### src/rtl/ilk_mfs_pkg.sv
package ilk_mfs_pkg;
  typedef enum logic [1:0] {
    FR_HUNT   = 2'd0,
    FR_VERIFY = 2'd1,
    FR_LOCKED = 2'd2
  } fr_state_e;

  localparam int unsigned TYPE_W = 6;
  localparam logic [TYPE_W-1:0] SYNC_TYPE = 6'h1E;

  function automatic logic sync_match(input logic ctrl, input logic [TYPE_W-1:0] tfield);
    return ctrl && (tfield == SYNC_TYPE);
  endfunction
endpackage

### src/rtl/ilk_mfs_framer.sv
module ilk_mfs_framer
  import ilk_mfs_pkg::*;
#(
  parameter int unsigned DATA_W   = 64,
  parameter int unsigned MF_LEN   = 16,
  parameter int unsigned GOOD_CNT = 4,
  parameter int unsigned BAD_CNT  = 4
) (
  input  logic              clk,
  input  logic              rst_n,
  input  logic              wr,
  input  logic              ctrl,
  input  logic [DATA_W-1:0] data,
  output logic              is_sync,
  output logic              lock_q,
  output logic              lock_nxt,
  output logic              loss
);
  localparam int unsigned POS_W  = (MF_LEN > 2) ? $clog2(MF_LEN) : 1;
  localparam int unsigned HIT_W  = $clog2(GOOD_CNT + 1);
  localparam int unsigned MISS_W = $clog2(BAD_CNT + 1);
  localparam logic [POS_W-1:0]  POS_LAST = POS_W'(MF_LEN - 1);
  localparam logic [HIT_W-1:0]  HIT_GOAL = HIT_W'(GOOD_CNT);
  localparam logic [MISS_W-1:0] MISS_LIM = MISS_W'(BAD_CNT);

  fr_state_e         st_q, st_n;
  logic [POS_W-1:0]  pos_q, pos_n, pos_inc;
  logic [HIT_W-1:0]  hits_q, hits_n;
  logic [MISS_W-1:0] miss_q, miss_n;
  logic              at_slot;

  assign is_sync = sync_match(ctrl, data[DATA_W-1 -: TYPE_W]);
  assign at_slot = (pos_q == '0);
  assign pos_inc = (pos_q == POS_LAST) ? '0 : pos_q + POS_W'(1);

  always_comb begin
    st_n   = st_q;
    pos_n  = pos_q;
    hits_n = hits_q;
    miss_n = miss_q;
    loss   = 1'b0;
    if (wr) begin
      unique case (st_q)
        FR_HUNT: begin
          if (is_sync) begin
            st_n   = FR_VERIFY;
            hits_n = HIT_W'(1);
            pos_n  = POS_W'(1);
          end
        end
        FR_VERIFY: begin
          pos_n = pos_inc;
          if (at_slot) begin
            if (is_sync) begin
              hits_n = hits_q + HIT_W'(1);
              if (hits_q + HIT_W'(1) == HIT_GOAL) begin
                st_n   = FR_LOCKED;
                miss_n = '0;
              end
            end else begin
              st_n   = FR_HUNT;
              hits_n = '0;
            end
          end
        end
        FR_LOCKED: begin
          pos_n = pos_inc;
          if (at_slot) begin
            if (is_sync) begin
              miss_n = '0;
            end else begin
              miss_n = miss_q + MISS_W'(1);
              if (miss_q + MISS_W'(1) == MISS_LIM) begin
                st_n   = FR_HUNT;
                hits_n = '0;
                loss   = 1'b1;
              end
            end
          end
        end
        default: st_n = FR_HUNT;
      endcase
    end
  end

  always_ff @(posedge clk or negedge rst_n) begin
    if (!rst_n) begin
      st_q   <= FR_HUNT;
      pos_q  <= '0;
      hits_q <= '0;
      miss_q <= '0;
    end else begin
      st_q   <= st_n;
      pos_q  <= pos_n;
      hits_q <= hits_n;
      miss_q <= miss_n;
    end
  end

  assign lock_q   = (st_q == FR_LOCKED);
  assign lock_nxt = (st_n == FR_LOCKED);
endmodule

### src/rtl/ilk_mfs_fifo.sv
module ilk_mfs_fifo #(
  parameter int unsigned W         = 66,
  parameter int unsigned DEPTH     = 8,
  parameter int unsigned PE_THRESH = 4
) (
  input  logic         clk,
  input  logic         rst_n,
  input  logic         wr_en,
  input  logic [W-1:0] wr_word,
  input  logic         rd_en,
  output logic [W-1:0] rd_word,
  output logic         nonempty,
  output logic         part_empty,
  output logic         ovf
);
  localparam int unsigned PTR_W = (DEPTH > 2) ? $clog2(DEPTH) : 1;
  localparam int unsigned CNT_W = $clog2(DEPTH + 1);
  localparam logic [CNT_W-1:0] CNT_FULL = CNT_W'(DEPTH);
  localparam logic [CNT_W-1:0] CNT_PE   = CNT_W'(PE_THRESH);

  logic [W-1:0]     mem [DEPTH];
  logic [PTR_W-1:0] wp_q, rp_q;
  logic [CNT_W-1:0] cnt_q;
  logic             full, wr_ok;

  assign full  = (cnt_q == CNT_FULL);
  assign wr_ok = wr_en && !full;

  always_ff @(posedge clk) begin
    if (wr_ok) mem[wp_q] <= wr_word;
  end

  always_ff @(posedge clk or negedge rst_n) begin
    if (!rst_n) begin
      wp_q  <= '0;
      rp_q  <= '0;
      cnt_q <= '0;
      ovf   <= 1'b0;
    end else begin
      if (wr_ok) wp_q <= wp_q + PTR_W'(1);
      if (rd_en) rp_q <= rp_q + PTR_W'(1);
      unique case ({wr_ok, rd_en})
        2'b10:   cnt_q <= cnt_q + CNT_W'(1);
        2'b01:   cnt_q <= cnt_q - CNT_W'(1);
        default: cnt_q <= cnt_q;
      endcase
      if (wr_en && full) ovf <= 1'b1;
    end
  end

  assign rd_word    = mem[rp_q];
  assign nonempty   = (cnt_q != '0);
  assign part_empty = (cnt_q < CNT_PE);
endmodule

### src/rtl/ilk_mfs_status.sv
module ilk_mfs_status (
  input  logic clk,
  input  logic rst_n,
  input  logic lock_nxt,
  input  logic loss,
  input  logic fifo_nonempty,
  input  logic rd_fire,
  input  logic rd_is_sync,
  input  logic crc_in,
  output logic rdy,
  output logic bfl,
  output logic seen,
  output logic crc
);
  always_ff @(posedge clk or negedge rst_n) begin
    if (!rst_n) begin
      rdy  <= 1'b0;
      bfl  <= 1'b0;
      seen <= 1'b0;
      crc  <= 1'b0;
    end else begin
      rdy <= 1'b1;
      bfl <= lock_nxt && fifo_nonempty;
      crc <= crc_in;
      if (loss) seen <= 1'b0;
      else if (rd_fire && rd_is_sync) seen <= 1'b1;
    end
  end
endmodule

### src/rtl/ilk_lane_mfsync.sv
module ilk_lane_mfsync
  import ilk_mfs_pkg::*;
#(
  parameter int unsigned DATA_W    = 64,
  parameter int unsigned MF_LEN    = 16,
  parameter int unsigned DEPTH     = 8,
  parameter int unsigned PE_THRESH = 4,
  parameter int unsigned GOOD_CNT  = 4,
  parameter int unsigned BAD_CNT   = 4
) (
  input  logic              clk,
  input  logic              rst_n,
  input  logic              in_valid,
  output logic              in_ready,
  input  logic              in_ctrl,
  input  logic [DATA_W-1:0] in_data,
  input  logic              crc_err_in,
  output logic              out_valid,
  input  logic              out_ready,
  output logic              out_ctrl,
  output logic [DATA_W-1:0] out_data,
  output logic              rx_ready,
  output logic              blk_frm_lock,
  output logic              mf_lock,
  output logic              sync_seen,
  output logic              fifo_ovf,
  output logic              part_empty,
  output logic              crc_err
);
  localparam int unsigned ENT_W = DATA_W + 2;

  logic             wr, rd, f_nonempty, is_sync, lock_nxt, loss;
  logic [ENT_W-1:0] wr_ent, rd_ent;

  assign in_ready = rx_ready;
  assign wr       = in_valid && rx_ready;
  assign wr_ent   = {is_sync, in_ctrl, in_data};

  ilk_mfs_framer #(
    .DATA_W(DATA_W), .MF_LEN(MF_LEN), .GOOD_CNT(GOOD_CNT), .BAD_CNT(BAD_CNT)
  ) u_framer (
    .clk(clk), .rst_n(rst_n), .wr(wr), .ctrl(in_ctrl), .data(in_data),
    .is_sync(is_sync), .lock_q(mf_lock), .lock_nxt(lock_nxt), .loss(loss)
  );

  ilk_mfs_fifo #(
    .W(ENT_W), .DEPTH(DEPTH), .PE_THRESH(PE_THRESH)
  ) u_fifo (
    .clk(clk), .rst_n(rst_n), .wr_en(wr), .wr_word(wr_ent), .rd_en(rd),
    .rd_word(rd_ent), .nonempty(f_nonempty), .part_empty(part_empty), .ovf(fifo_ovf)
  );

  assign out_valid = f_nonempty && rx_ready;
  assign rd        = out_valid && out_ready;
  assign out_ctrl  = rd_ent[DATA_W];
  assign out_data  = rd_ent[DATA_W-1:0];

  ilk_mfs_status u_status (
    .clk(clk), .rst_n(rst_n), .lock_nxt(lock_nxt), .loss(loss),
    .fifo_nonempty(f_nonempty), .rd_fire(rd), .rd_is_sync(rd_ent[ENT_W-1]),
    .crc_in(crc_err_in), .rdy(rx_ready), .bfl(blk_frm_lock), .seen(sync_seen),
    .crc(crc_err)
  );
endmodule

### config.mk
export PLATFORM = sky130hd
export DESIGN_NAME = ilk_lane_mfsync
export DESIGN_NICKNAME = d
export VERILOG_FILES = /design/src/rtl/ilk_mfs_pkg.sv /design/src/rtl/ilk_mfs_framer.sv /design/src/rtl/ilk_mfs_fifo.sv /design/src/rtl/ilk_mfs_status.sv /design/src/rtl/ilk_lane_mfsync.sv
export SDC_FILE = /design/constraint.sdc
export NUM_CORES = 1
export LEC_CHECK = 0
export ABC_AREA = 0
export BUFFER_PORTS_ARGS = -buffer_cell sky130_fd_sc_hd__buf_2
export CAP_MARGIN = 25
export CELL_PAD_IN_SITES_DETAIL_PLACEMENT = 1
export CELL_PAD_IN_SITES_GLOBAL_PLACEMENT = 1
export CORE_ASPECT_RATIO = 0.75
export CORE_MARGIN = 4
export CORE_UTILIZATION = 55
export DETAILED_ROUTE_END_ITERATION = 10
export HOLD_SLACK_MARGIN = 0.15
export PLACE_DENSITY_LB_ADDON = 0.1
export RECOVER_POWER = 50
export SETUP_SLACK_MARGIN = 0.5
export SLEW_MARGIN = 30
export SYNTH_ARGS = -nofsm -noshare
export SYNTH_HDL_FRONTEND = slang
export SYNTH_SLANG_ARGS = --single-unit
### constraint.sdc
create_clock -name clk -period 15.67 [get_ports clk]
set_input_delay 2.3505 -clock clk [delete_from_list [all_inputs] [get_ports clk]]
set_output_delay 2.3505 -clock clk [all_outputs]
set_load 0.02 [all_outputs]
Word-level counts from Yosys, hierarchy flattened
Memory sizes are Yosys's and may differ from the RTL's.
Cells that the tools add are included.

storage, ports and cells
  memories kept = 1
  input bits = 70
  memory bits (writable) = 528
  bits in registers = 27
  output and inout port bits = 74

operators by class
  eq/ne operators = 17
  add/sub/neg operators = 7
  multiplexer cells = 35
  reductions and logical operators = 21
  magnitude comparators = 1

memory list
  memory      depth  width  read ports  clocked after Yosys merged registers in  write ports  RTL line            source
  u_fifo.mem  8      66     1           0                                        1            ilk_mfs_fifo.sv:21  logic [W-1:0] mem [DEPTH];

operators with widths
  cell                   number
  $mux W3                11
  $mux W2                8
  $pmux W4 S2            2
  $add A3 B1 Y3 const B  4
  $mux W1                9
  $pmux W3 S3            1
  $add A4 B1 Y4 const B  2
  $eq A4 B4 Y1 const B   2
  $logic_and A1 B1 Y1    8
  $mux W4                2
  $ne A2 B1 Y1 const B   4
  $reduce_bool A2 Y1     4
  $reduce_and A7 Y1      1
  $eq A2 B2 Y1 const B   3
  $eq A3 B3 Y1 const B   2
  $eq A6 B5 Y1 const B   1
  $ne A2 B2 Y1 const B   3
  $pmux W2 S3            1
  $pmux W3 S2            1
  $reduce_and A6 Y1      1
  $eq A2 B1 Y1 const B   2
  $logic_not A4 Y1       1
  $lt A4 B3 Y1 const B   1
  $reduce_bool A4 Y1     1
  6 further kinds        6

Longest topological paths before layout
  word-level depth = 9
  gate-level depth with buffers = 11
  gate-level depth less buffers = 10

Modules after synthesis
From an unflattened synthesis, not the netlist that was laid out.

unflattened totals
  cells, all modules = 937
  area total of the unflattened synthesis = 21,489.4 um^2

by module, submodules not included
  module           times used  seq. area each (um^2)  cells each  area an instance (um^2)
  ilk_mfs_fifo     1           16,130.5               824         20,394.6
  ilk_mfs_framer   1           300.3                  101         948.4
  ilk_mfs_status   1           100.1                  8           118.9
  ilk_lane_mfsync  1           0.0                    4           27.5

Least setup slack after synthesis
Ideal clock, no wire load.

  path kind = in2reg
  start point = in in_valid
  end point = mem u_fifo.mem[1][0] (enable)
  path slack = 7.577 ns
  data arrival time = 7.522 ns
  cell stages on the path = 4
  library setup time = 0.571 ns
  path through = nand2_1 a21oi_1 nand2_1 nor3_1

between the ends
  cells in the longest elaborated chain, start to end = 4

RTL lines
  element                        RTL line               source
  from (decl)                    ilk_lane_mfsync.sv:13  input logic in_valid,
  $logic_and A1 B1 Y1            ilk_lane_mfsync.sv:36  assign wr = in_valid && rx_ready;
  $logic_and A1 B1 Y1            ilk_mfs_fifo.sv:27     assign wr_ok = wr_en && !full;
  $mux W1                        ilk_mfs_fifo.sv:30     if (wr_ok) mem[wp_q] <= wr_word;
  $mux W1 (implied by the code)  ilk_mfs_fifo.sv:30
  to (decl)                      ilk_mfs_fifo.sv:21

Every way passes these cells.

Worst setup path in the final report
  start point = reg u_fifo.rp_q[1]
  end point = out out_data[36]

between the ends
  cells in the longest elaborated chain, start to end = 1

RTL lines
  element                 RTL line               source
  from (decl)             ilk_mfs_fifo.sv:22     logic [PTR_W-1:0] wp_q, rp_q;
  from (signal assigned)  ilk_mfs_fifo.sv:41     if (rd_en) rp_q <= rp_q + PTR_W'(1);
  $mem_v2 Z8 W66          n/a
  to (decl)               ilk_lane_mfsync.sv:21  output logic [DATA_W-1:0] out_data,

Every way passes these cells.

==> flow_summary.json <==
{
  "grt_pass1_wl_mm": 66.1,
  "vdd_drop_max_mv": 0.129,
  "grt_pass1_vias": 10863,
  "dr.pass1.iters": 4,
  "slew_headroom": -0.00313,
  "cts_tree": "done",
  "multi_input_area_um2": 4680,
  "cap_viol_max_count": 1,
  "grt.total_usage": 0.207,
  "p_leak_nw": 7.87,
  "cp-end-kind": "primary output",
  "place.port_buffers": 143,
  "violations": "max-capacitance violations, max-slew violations",
  "routed_wl_mm": 42.8,
  "layout_setup_ws_ps": 9620,
  "die_height_um": 179,
  "antenna_found_initial": 1,
  "yosys.area.top_type_share": 0.738,
  "drive_gt1_frac": 0.332,
  "status": "finished, violations left",
  "clk_pin_slew_ps": 60,
  "fin_crit_sh": 0.386,
  "num_antenna_cells": 0,
  "synthToLayoutAreaGrowth_pct": 13.3,
  "place_inst": 1559,
  "io_pins": 144,
  "hold_class": "reg2reg",
  "synth-edff-count": 528,
  "period_minus_slack_ps": 6050,
  "htree_levels": 2,
  "cts_resized": 0,
  "grt_overflow": 0,
  "grt_max_degree": 102,
  "nNetsFinal": 1186,
  "cellPowerDensity_nw_per_um2": 181,
  "vias_per_cell": 5.90,
  "synth_cells": 933,
  "worstReg2RegStart": "u_status.rdy$_DFF_PN0_",
  "max_slew.worst_pin.slew_ps": 1500,
  "synth_cell_types": 54,
  "cp_data_required_time_ps": 13320,
  "crit_type": "reg2out",
  "clk_latency_ps": 570,
  "fill_cells": 3152,
  "cts_buffer_depth": 3,
  "top_layer": "met4",
  "final_area_um2": 24300,
  "die_area_um2": 42300,
  "critPathArrivalTime_ps": 3700,
  "synth_area_um2": 21500,
  "synth_top_area_cell": "edfxtp_1",
  "clock_skew_ps": 13.5,
  "postPlaceCellArea_um2": 22800,
  "cts-buffers-inserted": 51,
  "gp_congestion": 0.736,
  "seqCellArea_um2": 16500,
  "hold_violations": 0,
  "start_util": 0.559,
  "startpoint_type": "register",
  "setup_violations": 0,
  "dp_slack_ps": 10100,
  "cts_setup_buffers": 0,
  "setup_tns_ps": 0,
  "rsz0062_at_grt": "false",
  "final_max_slew_viol_count": 27,
  "finalNonFillerCells": 1651,
  "worst-path-max-fanout": 56,
  "hold_start": "u_fifo.ovf$_DFFE_PN0P_",
  "vias": 9733,
  "coreArea_um2": 38400,
  "synth_nets": 1019,
  "root_buffer": "clkbuf_16",
  "yosysWarnings": 0,
  "std_cell_rows": 62,
  "m1WireLength_mm": 18.9,
  "synth_seq_area_share": 0.770,
  "yosys_most_used_dff": "edfxtp_1",
  "dr_wl_met3_mm": 1.86,
  "wl_per_cell_um": 25.9,
  "synth-seq-cells": 555,
  "antenna_left": 0,
  "power_mw": 4.39,
  "drc": 0,
  "yosys-top-cells-area": "edfxtp_1 (74%), mux4_2 (14%), mux2_2 (3.6%)",
  "dp_hpwl_mm": 24.0,
  "die_w_um": 236,
  "cts_sinks": 555,
  "dr_wl_met2_mm": 21.4,
  "max_freq_mhz": 165,
  "async_reset_ff_frac": 0.0486,
  "avgSynthCellArea_um2": 23.0,
  "dr.first_iter.drc_count": 745,
  "ctsHoldBuffers": 0,
  "r2r_slack_ps": 12270,
  "cp-startpoint": "u_fifo.rp_q[1]$_DFFE_PN0P_"
}
-- cell families after synthesis --
family	Yosys count	synth area share
AOI/OAI and AO/OA	36	0.0128
xor gates and xnor gates	9	0.00367
adders and majority gates	16	0.00967
buffers and inverters	55	0.0131
DFF	555	0.770
muxes	205	0.177
other	1	0.000175
and+or+nand+nor	56	0.0142
-- worst max-delay path, stage by stage, from the launching register on --
cell	delay [ps]
dfrtp_4	650
buf_4	730
buf_4	780
mux4_2	420
mux2_2	310
buf_2	170
-- metal layers --
metal  vias to the layer above  GRT usage
met1                      5200      0.300
li1                       4248          -
met4                         0     0.0452
met5                         -          0
met2                       236      0.342
met3                        49     0.0332
-- worst paths after layout --
| kind | endpoint | cells past startpoint |
|---|---|---|
| worst min-delay path | u_fifo.ovf$_DFFE_PN0P_ | 1 |
| worst min register to register | u_fifo.ovf$_DFFE_PN0P_ | 1 |
| max in group asynchronous | u_fifo.rp_q[1]$_DFFE_PN0P_ | 1 |
| worst max register to register | u_fifo.mem[2][40]$_DFFE_PP_ | 5 |
| min in group asynchronous | u_status.crc$_DFF_PN0_ | 1 |
| worst max-delay path | out_data[36] | 5 |
-- flip-flops by register name, summed over array words and instances, names as in the netlist --
name / flops
u_fifo.cnt_q: 4
u_fifo.mem: 528
u_fifo.ovf: 1
u_fifo.rp_q: 3
u_fifo.wp_q: 3
u_framer.hits_q: 3
u_framer.miss_q: 3
u_framer.pos_q: 4
u_framer.st_q: 2
u_status.bfl: 1
u_status.crc: 1
u_status.rdy: 1
u_status.seen: 1
-- power breakdown --
part / internal, mW / switching, mW / leakage, nW
logic: 0.596 / 0.698 / 1.95
clock network: 0.720 / 0.520 / 0.837
registers: 1.76 / 0.0959 / 5.09
-- cells in the mapped netlist (3+ instances only) --
library cell and instances:
ha_1 15, clkbuf_1 14, nand2_1 9, mux2_2 69, dfrtp_1 27, a21oi_1 5
a22o_1 3, buf_1 8, nand3_1 3, xor2_1 5, mux4_2 132, a31oi_1 4
nand2b_1 3, nor3_1 3, mux2i_1 3, xnor2_1 4, inv_1 11, buf_4 11
edfxtp_1 528, o21ai_0 8, and2_1 3, buf_2 7, nor2b_1 6, nor2_1 15
-- through the flow --
stage,hold slack [ps],util
after floorplan,467,-
after global placement,452,0.593
after detailed placement,461,0.594
after CTS,479,0.638
after global routing,499,0.634
final,476,0.634
-- final cells by class --
cell class,count,share of cell area
multi-input cells,323,0.192
inverters,12,0.00190
clock buffers,58,0.0557
well taps,512,0.0263
repair buffers,157,0.0307
flip-flops and latches,555,0.680
clock inverters,34,0.0137
-- cell usage in the layout (no fill, tap or decap), drive strengths merged, types with 2 or more instances in the layout --
cell and n:
edfxtp 528, clkbuf 133, mux4 132, buf 82, mux2 70, dfrtp 27, clkinv 24, ha 15
nor2 15, inv 13, nand2 9, o21ai 9, nor2b 6, a21oi 6, bufinv 6, xor2 5
a31oi 4, xnor2 4, and3 4, and2 3, nand2b 3, nand3 3, mux2i 3, a22o 3
nor3 3, nor4 3, clkinvlp 3, o31ai 2, a41oi 2, nor3b 2, o221ai 2, nand4 2
a21o 2
Power figures use the tool's default switching activity.
